**config.mk**
```make
export PLATFORM = sky130hd
export DESIGN_NAME = fetch_front
export DESIGN_NICKNAME = d
export VERILOG_FILES = /design/src/rtl/pf_pkg.sv /design/src/rtl/pf_slot_reg.sv /design/src/rtl/pf_pc_unit.sv /design/src/rtl/fetch_front.sv
export SDC_FILE = /design/constraint.sdc
export NUM_CORES = 1
export LEC_CHECK = 0
export ABC_AREA = 1
export BUFFER_PORTS_ARGS = -buffer_cell sky130_fd_sc_hd__buf_2
export CORE_UTILIZATION = 30
export DETAILED_ROUTE_END_ITERATION = 16
export HOLD_SLACK_MARGIN = 0.05
export PLACE_DENSITY_LB_ADDON = 0.3
export SLEW_MARGIN = 20
export SYNTH_ARGS = -nofsm -noshare
export SYNTH_HDL_FRONTEND = slang
export SYNTH_SLANG_ARGS = --single-unit
```
**constraint.sdc**
```tcl
create_clock -name clk -period 3.2 [get_ports clk]
set_input_delay 0 -clock clk [delete_from_list [all_inputs] [get_ports clk]]
set_output_delay 0 -clock clk [all_outputs]
set_load 0.005 [all_outputs]
```
**src/rtl/pf_pkg.sv**
```systemverilog
package pf_pkg;
  parameter int unsigned ADDR_W  = 32;
  parameter int unsigned INSTR_W = 32;
  localparam int unsigned WORD_BYTES = INSTR_W / 8;
  localparam int unsigned ALIGN_BITS = $clog2(WORD_BYTES);
  localparam int unsigned PC_AHEAD   = 2 * WORD_BYTES;

  typedef logic [ADDR_W-1:0]  addr_t;
  typedef logic [INSTR_W-1:0] instr_t;

  typedef struct packed {
    logic   valid;
    instr_t instr;
    addr_t  addr;
  } slot_t;

  function automatic addr_t word_align(input addr_t a);
    return {a[ADDR_W-1:ALIGN_BITS], {ALIGN_BITS{1'b0}}};
  endfunction
endpackage

```
**src/rtl/pf_slot_reg.sv**
```systemverilog
module pf_slot_reg
  import pf_pkg::*;
(
  input  logic  clk,
  input  logic  rst_n,
  input  logic  advance,
  input  logic  squash,
  input  slot_t d,
  output slot_t q
);
  logic   valid_q, valid_d;
  instr_t instr_q;
  addr_t  addr_q;

  always_comb begin
    valid_d = squash ? 1'b0 : d.valid;
  end

  always_ff @(posedge clk or negedge rst_n) begin
    if (!rst_n) begin
      valid_q <= 1'b0;
    end else if (advance) begin
      valid_q <= valid_d;
    end
  end

  always_ff @(posedge clk) begin
    if (advance) begin
      instr_q <= d.instr;
      addr_q  <= d.addr;
    end
  end

  assign q = '{valid: valid_q, instr: instr_q, addr: addr_q};
endmodule

```
**src/rtl/pf_pc_unit.sv**
```systemverilog
module pf_pc_unit
  import pf_pkg::*;
#(
  parameter addr_t RESET_ADDR = '0
)(
  input  logic  clk,
  input  logic  rst_n,
  input  logic  advance,
  input  logic  redir_go,
  input  addr_t redir_target,
  input  logic  irq_go,
  input  addr_t irq_vector,
  input  logic  dec_valid,
  input  addr_t dec_addr,
  output addr_t pc,
  output logic  active,
  output addr_t ret_addr
);
  addr_t pc_q, pc_d;
  logic  active_q;

  always_comb begin
    if (redir_go)       ret_addr = word_align(redir_target);
    else if (dec_valid) ret_addr = dec_addr;
    else                ret_addr = pc_q;

    if (irq_go)         pc_d = word_align(irq_vector);
    else if (redir_go)  pc_d = word_align(redir_target);
    else if (active_q)  pc_d = pc_q + addr_t'(WORD_BYTES);
    else                pc_d = pc_q;
  end

  always_ff @(posedge clk or negedge rst_n) begin
    if (!rst_n) begin
      pc_q     <= RESET_ADDR;
      active_q <= 1'b0;
    end else if (advance) begin
      pc_q     <= pc_d;
      active_q <= 1'b1;
    end
  end

  assign pc     = pc_q;
  assign active = active_q;
endmodule

```
**src/rtl/fetch_front.sv**
```systemverilog
module fetch_front
  import pf_pkg::*;
#(
  parameter addr_t RESET_ADDR = '0
)(
  input  logic               clk,
  input  logic               rst_n,
  input  logic               stall,
  output logic [ADDR_W-1:0]  imem_addr,
  output logic               imem_req,
  input  logic [INSTR_W-1:0] imem_rdata,
  input  logic               redir_valid,
  input  logic [ADDR_W-1:0]  redir_target,
  input  logic               irq,
  input  logic               irq_mask,
  input  logic [ADDR_W-1:0]  irq_vector,
  output logic               irq_ack,
  output logic [ADDR_W-1:0]  irq_ret_addr,
  output logic               dec_valid,
  output logic [INSTR_W-1:0] dec_instr,
  output logic [ADDR_W-1:0]  dec_addr,
  output logic               ex_valid,
  output logic [INSTR_W-1:0] ex_instr,
  output logic [ADDR_W-1:0]  ex_addr,
  output logic [ADDR_W-1:0]  ex_pc_read
);
  localparam int unsigned NSLOT = 3;

  slot_t slot [NSLOT];
  logic  advance, redir_go, irq_go, flush, fetch_on;
  addr_t pc;

  always_comb begin
    advance  = !stall;
    redir_go = advance && redir_valid && slot[NSLOT-1].valid;
    irq_go   = advance && irq && !irq_mask && fetch_on;
    flush    = redir_go || irq_go;
  end

  pf_pc_unit #(.RESET_ADDR(RESET_ADDR)) u_pc (
    .clk          (clk),
    .rst_n        (rst_n),
    .advance      (advance),
    .redir_go     (redir_go),
    .redir_target (redir_target),
    .irq_go       (irq_go),
    .irq_vector   (irq_vector),
    .dec_valid    (slot[1].valid),
    .dec_addr     (slot[1].addr),
    .pc           (pc),
    .active       (fetch_on),
    .ret_addr     (irq_ret_addr)
  );

  assign slot[0] = '{valid: fetch_on, instr: imem_rdata, addr: pc};

  for (genvar g = 1; g < NSLOT; g++) begin : g_slot
    pf_slot_reg u_slot (
      .clk     (clk),
      .rst_n   (rst_n),
      .advance (advance),
      .squash  (flush),
      .d       (slot[g-1]),
      .q       (slot[g])
    );
  end

  assign imem_addr  = pc;
  assign imem_req   = fetch_on;
  assign irq_ack    = irq_go;
  assign dec_valid  = slot[1].valid;
  assign dec_instr  = slot[1].instr;
  assign dec_addr   = slot[1].addr;
  assign ex_valid   = slot[NSLOT-1].valid;
  assign ex_instr   = slot[NSLOT-1].instr;
  assign ex_addr    = slot[NSLOT-1].addr;
  assign ex_pc_read = slot[NSLOT-1].addr + addr_t'(PC_AHEAD);
endmodule

```
==> flow_metrics.tcl <==
set metrics [dict create \
    hold_viol 0 \
    routabilityCongestion 0.877 \
    die_h_um 165 \
    row_count 59 \
    critPathKind "input pin to flip-flop" \
    via_count 7467 \
    fmax_mhz 354 \
    final_layout_size_suffix_gt1_share_pct 30.8 \
    slew_viol_final 0 \
    grt_max_degree 94 \
    status "finished, final reports clean" \
    drt-pass1-iter-count 5 \
    dpl.hpwl_um 20500 \
    ys_warn_count 0 \
    ys_dominant_reg_cell "edfxtp_1" \
    final_nets 1357 \
    area_delta_synth_final_pct 42.2 \
    ios 330 \
    setup_viol 0 \
    mostFrequentLayoutCell "buf_2" \
    postRouteAntennaNets 0 \
    core-area_um2 26100 \
    postCtsSetupBuffers 0 \
    io_buffers 315 \
    placed_cell_area_um2 9850 \
    routedWlPerCell_um 17.2 \
    stdcell_area_um2 11300 \
    drcViolationCount 0 \
    path_clk_slew_ps 70 \
    fillCellCount 2592 \
    synth_seq_cells 157 \
    endpoint_kind "flip-flop" \
    track_usage_pct 20.3 \
    cts_max_path_buffers 2 \
    cap_viol_max_count 0 \
    avgSynthCellArea_um2 9.33 \
    synthDistinctLibCells 41 \
    grt_pass1_wl_um 40400 \
    synth_edf_count 124 \
    tightest_slew_ps 893 \
    cts_tree "built" \
    worstPathRequired_ps 3520 \
    clk_latency_ps 430 \
    regArea_um2 4550 \
    netlist_instances 853 \
    p_leak_nw 5.18 \
    fin_crit_sh_pct 88.3 \
    holdCritPathClass "input pin to flip-flop" \
    critPathLaunchType "input pin" \
    ys_seq_area_share_pct 57.2 \
    totalNegativeSetupSlack_ps 0 \
    clock_skew_ps 15.1 \
    multiInputGateArea_um2 2830 \
    grt_overflow 0 \
    arrival_ps 3140 \
    htreeDepth 4 \
    vias_per_cell 4.66 \
    wl_um 27600 \
    ir_drop_uv 232 \
    maxSlewHeadroom_pct 40.5 \
    grt_antenna_before_repair 3 \
    dr.first_iter.drc_count 565 \
    syn-cell-area_um2 7960 \
    clock_sinks 157 \
    dieWidth_um 165 \
    crit_fanout 37 \
    synth-async-reset-ratio_pct 21.0 \
    cts_root_buf "clkbuf_16" \
    power_density_nw_per_um2 580 \
    rsz0062_at_grt "false" \
    fin_crit_ps 2820 \
    mostFrequentLayoutCells "buf_2 (315), nand2_1 (216), edfxtp_1 (124)" \
    cts_buffers 17 \
    finalPower_mw 6.57 \
    grt_pass1_vias 6899 \
    initial_utilization_pct 30.5 \
    die-area_um2 27200 \
]
## cell type report
type,instances,share of cell area [%]
Clock buffer,17,3.76
Clock inverter,15,1.67
Sequential cell,157,40.2
Inverter,102,3.40
Multi-Input combinational cell,565,25.0
Antenna cell,1,0.0221
Tap cell,335,3.70
Timing Repair Buffer,410,22.2
## logic make-up after synthesis
| group | Yosys count | share of synthesized area [%] |
|---|---|---|
| other | 1 | 0.0471 |
| adders and majority gates | 2 | 0.314 |
| and+or+nand+nor | 391 | 22.0 |
| xor gates and xnor gates | 33 | 3.82 |
| buffers and inverters | 140 | 7.64 |
| AOI/OAI and AO/OA | 129 | 9.03 |
| DFF | 157 | 57.2 |
## worst paths after layout
kind | slack [ps] | from | depth (start not counted) | to
setup / recovery | 380 | stall | 11 | u_pc.pc[17]
hold / removal | 70 | irq_vector[23] | 5 | u_pc.pc[23]
setup reg to reg | 600 | g_slot[2].u_slot.valid_q | 8 | u_pc.pc[17]
hold reg to reg | 440 | g_slot[1].u_slot.instr_q[2] | 0 | g_slot[2].u_slot.instr_q[2]
max in group asynchronous | 2380 | rst_n | 2 | u_pc.pc[16]
min in group asynchronous | 260 | rst_n | 2 | u_pc.pc[2]
## routing by layer
metal / vias up / routed length, um / track usage [%]
li1: 3626 / - / -
met1: 3502 / 12400 / 27.2
met2: 298 / 13100 / 33.0
met3: 37 / 1460 / 3.39
met4: 4 / 616 / 7.05
met5: - / 23 / 0
## state kept, by name, indices dropped and copies added (netlist names)
register / cells
g_slot.u_slot.instr_q: 64
u_pc.active: 1
g_slot.u_slot.valid_q: 2
u_pc.pc: 30
g_slot.u_slot.addr_q: 60
## critical path, cell delays in order
cell,delay (ps)
dlygate4sd3_1,530
buf_2,150
inv_4,370
nand3_2,100
buf_4,240
nand2_1,100
buf_4,240
inv_1,430
a211oi_1,340
dlygate4sd3_1,580
a21oi_1,50
## metrics by stage
stage	utilization, %	cells	hold slack (ps)	worst slack, ps
4_1_cts	43.4	1601	58.1	329
2_1_floorplan	-	862	-296	681
3_5_place_dp	37.8	1484	175	920
3_3_place_gp	37.8	1484	164	965
5_1_grt	43.4	1601	111	156
6_report	43.4	1602	71.8	376
## cell usage after synthesis, types with 5 or more instances
cell      number  area [um^2]
nor2_4         7         78.8
nand3_1       49          245
clkbuf_1      12         45.0
nand2_1      216          811
xor2_1        23          201
nor2_2         5         31.3
dfrtp_1       33          826
nor3_1        10         50.1
o31ai_1        5         37.5
nor2_1        74          278
nand2_2        5         31.3
buf_2         11         55.1
o21ai_0       86          430
a31oi_1        5         31.3
buf_4         11         82.6
a21oi_1       10         50.1
nand4_1        8         50.1
xnor2_1        8         70.1
inv_1         99          372
o211ai_1      18          135
edfxtp_1     124         3720
## report_power, final
part / internal, mW / leakage, nW / switching [mW] / total [mW]
Sequential: 2.54 / 1.61 / 0.401 / 2.94
Combinational: 0.690 / 3.27 / 0.841 / 1.53
Clock: 1.13 / 0.298 / 0.966 / 2.09
Total: 4.36 / 5.18 / 2.21 / 6.57
## timing repair
action | CTS | global route
hold buffers | 85 | 0
hold endpoints to repair | 95 | 0
gates resized for setup | 0 | 0
No activity file was read; power rests on OpenSTA's default activity.
